## src/rtl/wake_seq_pkg.sv

```systemverilog
`timescale 1ns/1ps
package wake_seq_pkg;
   typedef enum logic [2:0] {
      ST_IDLE  = 3'd0,
      ST_LAMP  = 3'd1,
      ST_REL_A = 3'd2,
      ST_WLO1  = 3'd3,
      ST_WHI   = 3'd4,
      ST_WLO2  = 3'd5,
      ST_FIN   = 3'd6,
      ST_RUN   = 3'd7
   } seq_state_t;

   typedef struct packed {
      logic rst_a_n;
      logic rst_b_n;
      logic wake;
      logic lamp;
      logic fin;
   } seq_pins_t;

   localparam seq_pins_t PINS_IDLE = '{rst_a_n: 1'b0, rst_b_n: 1'b0, wake: 1'b1,
                                       lamp: 1'b0, fin: 1'b0};

   function automatic seq_pins_t decode_pins(seq_state_t s);
      seq_pins_t p;
      p = PINS_IDLE;
      case (s)
         ST_LAMP:  p.lamp = 1'b1;
         ST_REL_A: begin p.lamp = 1'b1; p.rst_a_n = 1'b1; end
         ST_WLO1, ST_WLO2: begin
            p.lamp = 1'b1; p.rst_a_n = 1'b1; p.rst_b_n = 1'b1; p.wake = 1'b0;
         end
         ST_WHI: begin p.lamp = 1'b1; p.rst_a_n = 1'b1; p.rst_b_n = 1'b1; end
         ST_FIN: begin p.rst_a_n = 1'b1; p.rst_b_n = 1'b1; p.fin = 1'b1; end
         ST_RUN: begin p.rst_a_n = 1'b1; p.rst_b_n = 1'b1; end
         default: p = PINS_IDLE;
      endcase
      return p;
   endfunction
endpackage

```

## src/rtl/wake_seq_timer.sv

```systemverilog
`timescale 1ns/1ps
module wake_seq_timer #(
   parameter int CNT_W = 4
) (
   input  logic             clk,
   input  logic             rst,
   input  logic             en,
   input  logic             tick,
   input  logic [CNT_W-1:0] limit,
   output logic             expire
);
   localparam logic [CNT_W-1:0] ONE = CNT_W'(1);

   logic [CNT_W-1:0] cnt_q;
   logic             last;

   assign last   = (cnt_q == (limit - ONE));
   assign expire = en & tick & last;

   always_ff @(posedge clk) begin
      if (rst || !en) begin
         cnt_q <= '0;
      end else if (tick) begin
         cnt_q <= last ? '0 : cnt_q + ONE;
      end
   end
endmodule

```

## src/rtl/wake_seq_fsm.sv

```systemverilog
`timescale 1ns/1ps
module wake_seq_fsm
   import wake_seq_pkg::*;
#(
   parameter int CNT_W          = 4,
   parameter int GAP_TICKS      = 2,
   parameter int WAKE_LO1_TICKS = 5,
   parameter int WAKE_HI_TICKS  = 10,
   parameter int WAKE_LO2_TICKS = 5
) (
   input  logic             clk,
   input  logic             rst,
   input  logic             start,
   input  logic             expire,
   output seq_state_t       state,
   output logic             tmr_en,
   output logic [CNT_W-1:0] tmr_limit
);
   seq_state_t state_q, state_d;

   always_comb begin
      state_d = state_q;
      case (state_q)
         ST_IDLE:  if (start) state_d = ST_LAMP;
         ST_LAMP:  state_d = ST_REL_A;
         ST_REL_A: if (expire) state_d = ST_WLO1;
         ST_WLO1:  if (expire) state_d = ST_WHI;
         ST_WHI:   if (expire) state_d = ST_WLO2;
         ST_WLO2:  if (expire) state_d = ST_FIN;
         ST_FIN:   state_d = ST_RUN;
         default:  state_d = ST_RUN;
      endcase
   end

   always_comb begin
      tmr_en    = 1'b1;
      tmr_limit = CNT_W'(GAP_TICKS);
      case (state_q)
         ST_REL_A: tmr_limit = CNT_W'(GAP_TICKS);
         ST_WLO1:  tmr_limit = CNT_W'(WAKE_LO1_TICKS);
         ST_WHI:   tmr_limit = CNT_W'(WAKE_HI_TICKS);
         ST_WLO2:  tmr_limit = CNT_W'(WAKE_LO2_TICKS);
         default:  tmr_en    = 1'b0;
      endcase
   end

   always_ff @(posedge clk) begin
      if (rst) state_q <= ST_IDLE;
      else     state_q <= state_d;
   end

   assign state = state_q;
endmodule

```

## src/rtl/wake_seq_outs.sv

```systemverilog
`timescale 1ns/1ps
module wake_seq_outs
   import wake_seq_pkg::*;
#(
   parameter bit REG_OUTPUTS = 1'b0
) (
   input  logic       clk,
   input  logic       rst,
   input  seq_state_t state,
   output seq_pins_t  pins
);
   seq_pins_t pins_c;
   assign pins_c = decode_pins(state);

   generate
      if (REG_OUTPUTS) begin : g_reg
         seq_pins_t pins_q;
         always_ff @(posedge clk) begin
            if (rst) pins_q <= PINS_IDLE;
            else     pins_q <= pins_c;
         end
         assign pins = pins_q;
      end else begin : g_comb
         logic unused_clk_rst;
         assign unused_clk_rst = clk ^ rst;
         assign pins = pins_c;
      end
   endgenerate
endmodule

```

## src/rtl/wake_seq_hold.sv

```systemverilog
`timescale 1ns/1ps
module wake_seq_hold (
   input  logic clk,
   input  logic rst,
   input  logic req,
   input  logic saved,
   output logic hold
);
   logic hold_q;

   always_ff @(posedge clk) begin
      if (rst) hold_q <= 1'b0;
      else     hold_q <= req | (hold_q & ~saved);
   end

   assign hold = hold_q;
endmodule

```

## src/rtl/wake_seq_top.sv

```systemverilog
`timescale 1ns/1ps
module wake_seq_top
   import wake_seq_pkg::*;
#(
   parameter int GAP_TICKS      = 2,
   parameter int WAKE_LO1_TICKS = 5,
   parameter int WAKE_HI_TICKS  = 10,
   parameter int WAKE_LO2_TICKS = 5,
   parameter bit REG_OUTPUTS    = 1'b0
) (
   input  logic clk,
   input  logic rst,
   input  logic start_i,
   input  logic tick_i,
   input  logic pd_req_i,
   input  logic save_done_i,
   output logic sub_a_rst_n_o,
   output logic sub_b_rst_n_o,
   output logic wake_o,
   output logic led_o,
   output logic done_o,
   output logic hold_o
);
   localparam int MAX_A = (GAP_TICKS > WAKE_LO1_TICKS) ? GAP_TICKS : WAKE_LO1_TICKS;
   localparam int MAX_B = (WAKE_HI_TICKS > WAKE_LO2_TICKS) ? WAKE_HI_TICKS : WAKE_LO2_TICKS;
   localparam int MAX_T = (MAX_A > MAX_B) ? MAX_A : MAX_B;
   localparam int CNT_W = (MAX_T < 2) ? 1 : $clog2(MAX_T + 1);

   generate
      if (GAP_TICKS < 1 || WAKE_LO1_TICKS < 1 || WAKE_HI_TICKS < 1 || WAKE_LO2_TICKS < 1)
      begin : g_bad_ticks
         $error("wake_seq_top: every interval needs at least one tick");
      end
   endgenerate

   seq_state_t       state;
   logic             tmr_en;
   logic [CNT_W-1:0] tmr_limit;
   logic             expire;
   seq_pins_t        pins;

   wake_seq_fsm #(
      .CNT_W(CNT_W), .GAP_TICKS(GAP_TICKS), .WAKE_LO1_TICKS(WAKE_LO1_TICKS),
      .WAKE_HI_TICKS(WAKE_HI_TICKS), .WAKE_LO2_TICKS(WAKE_LO2_TICKS)
   ) i_fsm (
      .clk(clk), .rst(rst), .start(start_i), .expire(expire),
      .state(state), .tmr_en(tmr_en), .tmr_limit(tmr_limit)
   );

   wake_seq_timer #(.CNT_W(CNT_W)) i_timer (
      .clk(clk), .rst(rst), .en(tmr_en), .tick(tick_i),
      .limit(tmr_limit), .expire(expire)
   );

   wake_seq_outs #(.REG_OUTPUTS(REG_OUTPUTS)) i_outs (
      .clk(clk), .rst(rst), .state(state), .pins(pins)
   );

   wake_seq_hold i_hold (
      .clk(clk), .rst(rst), .req(pd_req_i), .saved(save_done_i), .hold(hold_o)
   );

   assign sub_a_rst_n_o = pins.rst_a_n;
   assign sub_b_rst_n_o = pins.rst_b_n;
   assign wake_o        = pins.wake;
   assign led_o         = pins.lamp;
   assign done_o        = pins.fin;
endmodule

```

## config.mk

```make
export PLATFORM = sky130hd
export DESIGN_NAME = wake_seq_top
export DESIGN_NICKNAME = d
export VERILOG_FILES = /design/src/rtl/wake_seq_pkg.sv /design/src/rtl/wake_seq_timer.sv /design/src/rtl/wake_seq_fsm.sv /design/src/rtl/wake_seq_outs.sv /design/src/rtl/wake_seq_hold.sv /design/src/rtl/wake_seq_top.sv
export SDC_FILE = /design/constraint.sdc
export NUM_CORES = 1
export LEC_CHECK = 0
export ABC_AREA = 1
export ABC_CLOCK_PERIOD_IN_PS = 2900
export BUFFER_PORTS_ARGS = -buffer_cell sky130_fd_sc_hd__buf_2
export CORE_MARGIN = 8
export CORE_UTILIZATION = 30
export DETAILED_ROUTE_END_ITERATION = 12
export PLACE_DENSITY = 0.58
export SYNTH_ARGS = -nofsm -noshare
export SYNTH_HDL_FRONTEND = slang
export SYNTH_SLANG_ARGS = --single-unit
```

## constraint.sdc

```tcl
create_clock -name clk -period 2.9 [get_ports clk]
set_clock_uncertainty 0.2 [all_clocks]
set_input_delay 0 -clock clk [delete_from_list [all_inputs] [get_ports clk]]
set_output_delay 0 -clock clk [all_outputs]
set_load 0.05 [all_outputs]
```

==> results.md, run 1 <==
- First-pass GRT wire length: 1987 µm
- Worst path arrival time: 2090 ps
- Bufs and invs on worst path: 1
- CP Capture Type: flip-flop
- Final hold viol count: 0
- Ratio of cells with drive above 1 in the final layout: 28.87%
- Core Rows: 15
- Critical-path cell list: nand2_1 -> nand2_4 -> nand3_4 -> nand2_4 -> nand3_4 -> nand2_2 -> nand3_1 -> a21oi_1 -> dlygate4sd3_1
- Starting Density: 31.97%
- Slowest cell on crit path: dlygate4sd3_1
- DRT antenna net count: 0
- Area contributors post-synth: dfxtp_1 29%, nand2_1 11%, nand3_4 9.4%, nand2_4 8.1%, nor2_1 6.7%
- # DRC: 0
- Global Route Usage Sum: 7.479%
- Max incr delay on CP: 550 ps
- Kind of critical path: reg -> reg
- Lkg Pwr: 0.3226 nW
- Fin cells: 122
- 1st-pass router iterations: 4
- Yosys warns: 0
- Critical path's top delay family: simple AND/OR/NAND/NOR gates
- Mapped Cells: 79
- Post-CTS setup buffers: 0
- CTS root buf: clkbuf_4
- Die Ht: 59.13 µm
- CTS tree: yes
- Core Region: 1745 µm²
- WL/cell: 9.500 µm
- Vias per inst: 4.418
- Clock Latency Late Sink: 250 ps
- Synthesized cell area: 558.0 µm²
- Max-Cap Viols: 0
- Syn avg cell area: 7.064 µm²
- Buffers added on ports: 11
- RSZ-0062 raised after global routing: no
- Clock transition at path regs: 60 ps
- Cts bufs inserted: 3
- Largest net degree at the start of global routing: 9
- Post-synth EDFFs: 0
- Slew HR: 78.73%
- Slew Viols, Final: 0
- Endpoints failing setup: 0
- #FFs+latches synth: 8
- Final nets: 106
- 1st-iter DRT viols: 9
- Status: complete, no violations
- Die Wd: 59.13 µm
- Vias: 539
- Leading area contributor after synthesis: dfxtp_1
- Total grt overflow: 0
- Synth Flop Type: dfxtp_1
- Dpl hpwl: 956.8 µm
- Distinct cells, synth: 21
- Clock sink count: 8
- WL final: 1159 µm
- Area grow syn2layout: 28.03%
- Critical Path RT: 2890 ps
- Most common cell in the synthesized netlist: nand2_1
- Top cells by count, synth: 17 x nand2_1, 10 x nor2_1, 9 x inv_1
- GP Congestion: 0.7742
- Period minus WS final: 2098 ps
- Clk buf depth: 2
- Register area share after synthesis: 28.70%
- Vias in the first global route: 479
- F_max: 0.4766 GHz
- ANT cells: 0
- VDD IR max: 0.3560 mV
- Dpl cells: 113
- Startpoint Class: flip-flop
- Synth top area share: 28.70%
- Worst slew pin tran: 318.7 ps
- H-tree Lvls: 1
- Fin Setup TNS: 0 ps
- Crit share post-route: 72.35%
- Ys async rst share: 0%
- Pwr per Cell Area: 754.9 nW/µm²
- Crit-path max FO: 8
- Syn nets: 86
- Worst hold path type: reg -> reg
- Initial antenna violation count: 0
- Total Die Area: 3496 µm²
- IO Pins: 12
- PostCTS Resize Cnt: 0
==> final cells by class <==
class,count,area [µm²]
Fill cell,172,1031
Multi-Input combinational cell,58,344.1
Sequential cell,8,160.2
Timing Repair Buffer,17,115.1
Inverter,11,41.29
Tap cell,25,31.28
Clock buffer,3,22.52
==> cell families after synthesis <==
group / synth area share, %
AND/OR/NAND/NOR: 50.45
buffers and inverters: 9.641
AO/OA/AOI/OAI: 7.399
flip-flops: 28.70
XOR/XNOR: 1.570
adder cells (fa/ha/maj): 2.242
==> where the power goes <==
group	internal, mW	switching (mW)	leakage (nW)
registers	0.127	0.0282	0.0652
logic	0.0948	0.204	0.244
clock network	0.0473	0.0376	0.0138
total	0.269	0.270	0.323
==> worst register-to-register path, stage by stage (launching register included) <==
cell,delay (ps)
dfxtp_1,500
nand2_1,170
nand2_4,110
nand3_4,80
nand2_4,80
nand3_4,100
nand2_2,80
nand3_1,70
a21oi_1,110
dlygate4sd3_1,550
==> final timing paths <==
path                         start                to  slack, ps  cells past startpoint
setup / recovery    i_fsm.state[0]    i_fsm.state[1]        800                      9
hold / removal    i_timer.cnt_q[0]  i_timer.cnt_q[0]        320                      2
setup reg to reg    i_fsm.state[0]    i_fsm.state[1]        800                      9
hold reg to reg   i_timer.cnt_q[0]  i_timer.cnt_q[0]        320                      2
==> state kept, by name, summed over array words and instances, names as in the netlist <==
name and count:
i_fsm.state 3, i_timer.cnt_q 4, i_hold.hold 1
==> cells in the final DEF, fill, tap and decap left out <==
| cell type | n |
|---|---|
| dlygate4sd3_1 | 6 |
| inv_1 | 9 |
| clkbuf_4 | 3 |
| xor2_1 | 1 |
| buf_2 | 11 |
| nor2_4 | 1 |
| nand2_4 | 4 |
| nand3_4 | 3 |
| dfxtp_1 | 8 |
| nor2_2 | 1 |
| o22ai_1 | 1 |
| nand3_1 | 6 |
| nor2_1 | 10 |
| nand2_2 | 2 |
| nand2_1 | 17 |
| nand4_1 | 1 |
| inv_2 | 2 |
| o21ai_0 | 1 |
| a21oi_1 | 6 |
| nor3_1 | 2 |
| or2_2 | 1 |
| ha_1 | 1 |
==> metrics by stage <==
step	hold slack, ps	power [mW]	utilization [%]	area (µm²)	setup slack (ps)
2_1_floorplan	-130.9	0.3957	-	558.0	951.6
3_3_place_gp	11.42	0.4400	36.20	631.9	1381
3_5_place_dp	24.83	0.4427	36.20	631.9	1351
4_1_cts	313.6	0.5462	40.93	714.4	804.9
5_1_grt	318.5	0.5754	40.93	714.4	688.9
6_report	315.8	0.5393	40.93	714.4	801.9
==> layer usage <==
metal  up-vias  part of all wire (%)  track usage [%]
met2        17                    43            11.84
met4         0                   1.0            3.072
met1       229                    47            7.805
met5         -                     0                0
met3         2                   8.7            4.555
li1        291                     -                -
==> timing repair <==
action,4_1_cts,5_1_grt
endpoints found under the setup margin,0,0
hold buffers,6,0
hold endpoints to repair,8,0
Note: power is estimated with default switching activity, not from simulation.
==> run 2, diff against run 1 <==
--- a/config.mk
+++ b/config.mk
@@ -6,7 +6,7 @@
 export NUM_CORES = 1
 export LEC_CHECK = 0
 export ABC_AREA = 1
-export ABC_CLOCK_PERIOD_IN_PS = 2900
+export ABC_CLOCK_PERIOD_IN_PS = 2100
 export BUFFER_PORTS_ARGS = -buffer_cell sky130_fd_sc_hd__buf_2
 export CORE_MARGIN = 8
 export CORE_UTILIZATION = 30
==> constraint.sdc (replaced) <==
create_clock -name clk -period 2.1 [get_ports clk]
set_clock_uncertainty 0.2 [all_clocks]
set_input_delay 0 -clock clk [delete_from_list [all_inputs] [get_ports clk]]
set_output_delay 0 -clock clk [all_outputs]
set_load 0.05 [all_outputs]
==> results.md, run 2 (synthesis results as in run 1) <==
- Status: complete, no violations
- Die Wd: 59.13 µm (unchanged)
- Internal: 358.9 µW (+33%)
- Slowest cell on crit path: dfxtp_1
- Biggest register: i_timer.cnt_q
- Period minus WS final: 1616 ps
- Post-CTS setup buffers: 0 (unchanged)
- Worst hold path type: reg -> reg
- RSZ-0062 raised after global routing: no
- Most frequent cells in the layout: 17 x nand2_1, 11 x buf_2, 10 x nor2_1
- Post-Route Utilization: 40.36% (-0.57 points)
- Core Rows: 15 (unchanged)
- Worst slew pin tran: 319.1 ps (+0.4653 ps)
- WL final: 1191 µm (+2.8%)
- Dpl hpwl: 956.8 µm (unchanged)
- Starting Density: 31.97% (unchanged)
- 1st-iter DRT viols: 9 (unchanged)
- Critical Path RT: 1900 ps (-990 ps)
- Sw frac: 50.86% (+0.77 points)
- 1st-pass router iterations: 4 (unchanged)
- Max-Cap Viols: 0 (unchanged)
- Area grow syn2layout: 26.23%
- Vias in the first global route: 482 (+0.63%)
- Slew Viols, Final: 0 (unchanged)
- First-pass GRT wire length: 2021 µm (+1.7%)
- Startpoint Class: flip-flop
- Psw: 371.4 µW (+37%)
- Global Route Usage Sum: 7.655% (+0.18 points)
- Number of fill cells: 173 (+0.58%)
- Ratio of cells with drive above 1 in the final layout: 29.17% (+0.30 points)
- Total Die Area: 3496 µm² (unchanged)
- Lkg Pwr: 0.3165 nW (-1.9%)
- Clk buf depth: 2 (unchanged)
- Clock transition at path regs: 50 ps (about the same)
- CTS tree: yes
- Max FFs per register: 4 (unchanged)
- Die Ht: 59.13 µm (unchanged)
- Max incr delay on CP: 480 ps (-70 ps)
- DRT antenna net count: 0 (unchanged)
- CP startpoint: i_fsm.state[2]
- VDD IR max: 0.4934 mV (+39%)
- Reg2reg start: i_fsm.state[0]
- Worst path arrival time: 1420 ps (-670 ps)
- Pwr per Cell Area: 1037 nW/µm² (+37%)
- Fin Setup TNS: 0 ps (unchanged)
- Hold_sp: i_timer.cnt_q[0]
- # DRC: 0 (unchanged)
- Core Region: 1745 µm² (unchanged)
- H-tree Lvls: 1 (unchanged)
- Largest net degree at the start of global routing: 9 (unchanged)
- ANT cells: 0 (unchanged)
- Sequential Power Share: 29.4% (+0.6 points)
- Vias per inst: 4.446 (+0.64%)
- Cts bufs inserted: 3 (unchanged)
- Commonest non-fill, non-tap cell in the layout: nand2_1
- Final nets: 105 (-0.94%)
- WL/cell: 9.843 µm (+3.6%)
- Comb power frac: 54.6% (-0.9 points)
- Clock Latency Late Sink: 250 ps (about the same)
- IO Pins: 12 (unchanged)
- Total grt overflow: 0 (unchanged)
- Buffers added on ports: 11 (unchanged)
- Critical-path cell list: inv_2 -> nand2_4 -> nand2_1 -> o21ai_0 -> buf_2
- Crit share post-route: 76.95%
- CTS root buf: clkbuf_4
- Clk pwr share: 16.0% (+0.3 points)
- Final hold viol count: 0 (unchanged)
- Crit-path max FO: 7 (-1)
- PostCTS Resize Cnt: 0 (unchanged)
- Slew HR: 78.70% (about the same)
- Clock sink count: 8 (unchanged)
- F_max: 0.6189 GHz
- Vias: 538 (-0.19%)
- Endpoints failing setup: 0 (unchanged)
- Kind of critical path: reg -> out
- GP Congestion: 0.7742 (unchanged)
- Initial antenna violation count: 0 (unchanged)
- CP Capture Type: output port
==> run 2: cell count changes in the layout (fill, tap and decap cells not counted), sizes merged <==
cell	before	now
dlygate4sd3	6	5
==> run 2: metrics by stage <==
stage | hold slack, ps | setup WS (ps) | cell area (µm²) | cells | power (mW)
5_1_grt | 313.3 | 392.4 | 704.4 | 121 | 0.7783
3_5_place_dp | 24.83 | 550.6 | 631.9 | 113 | 0.6114
3_3_place_gp | 11.43 | 580.6 | 631.9 | 113 | 0.6076
6_report | 315.8 | 484.1 | 704.4 | 121 | 0.7303
2_1_floorplan | -130.9 | 151.6 | 558.0 | 79 | 0.5465
4_1_cts | 309.0 | 478.2 | 704.4 | 121 | 0.7395
==> run 2: final cells by class <==
| class | instances | area, µm² | area share (%) |
|---|---|---|---|
| Sequential cell | 8 | 160.2 | 22.74 |
| Timing Repair Buffer | 16 | 105.1 | 14.92 |
| Inverter | 11 | 41.29 | 5.861 |
| Multi-Input combinational cell | 58 | 344.1 | 48.85 |
| Tap cell | 25 | 31.28 | 4.440 |
| Clock buffer | 3 | 22.52 | 3.197 |
==> run 2: path summary, 6_finish.rpt <==
| kind | end | slack, ps | depth (start not counted) |
|---|---|---|---|
| max | led_o | 480 | 5 |
| min | i_timer.cnt_q[0] | 320 | 2 |
| max reg2reg | i_fsm.state[0] | 530 | 8 |
| min reg2reg | i_timer.cnt_q[0] | 320 | 2 |
==> run 2: routing by layer <==
| layer | routed length (µm) | vias to the layer above | GRT usage (%) |
|---|---|---|---|
| met5 | 0 | - | 0 |
| met2 | 533 | 13 | 12.46 |
| met4 | 12 | 0 | 3.072 |
| li1 | - | 290 | - |
| met3 | 75 | 2 | 4.555 |
| met1 | 568 | 233 | 7.805 |
==> run 2: what timing repair did <==
action,CTS,global route
endpoints found under the setup margin,0,0
hold buffers,5,0
hold endpoints to repair,8,0
==> run 2: worst max-delay path, delay by kind of cell, from the launching register on <==
| kind | cells | cell delay [ps] |
|---|---|---|
| AO/OA/AOI/OAI | 1 | 80 |
| AND/OR/NAND/NOR | 2 | 190 |
| flip-flops | 1 | 480 |
| buffers and inverters | 2 | 400 |
==> run 2: power groups by stage <==
stage	Sequential (mW)	Clock, mW	Combinational (mW)
2_1_floorplan	0.200	0	0.347
3_3_place_gp	0.217	0	0.391
3_5_place_dp	0.218	0	0.394
4_1_cts	0.214	0.123	0.402
5_1_grt	0.218	0.130	0.430
6_report	0.215	0.117	0.398
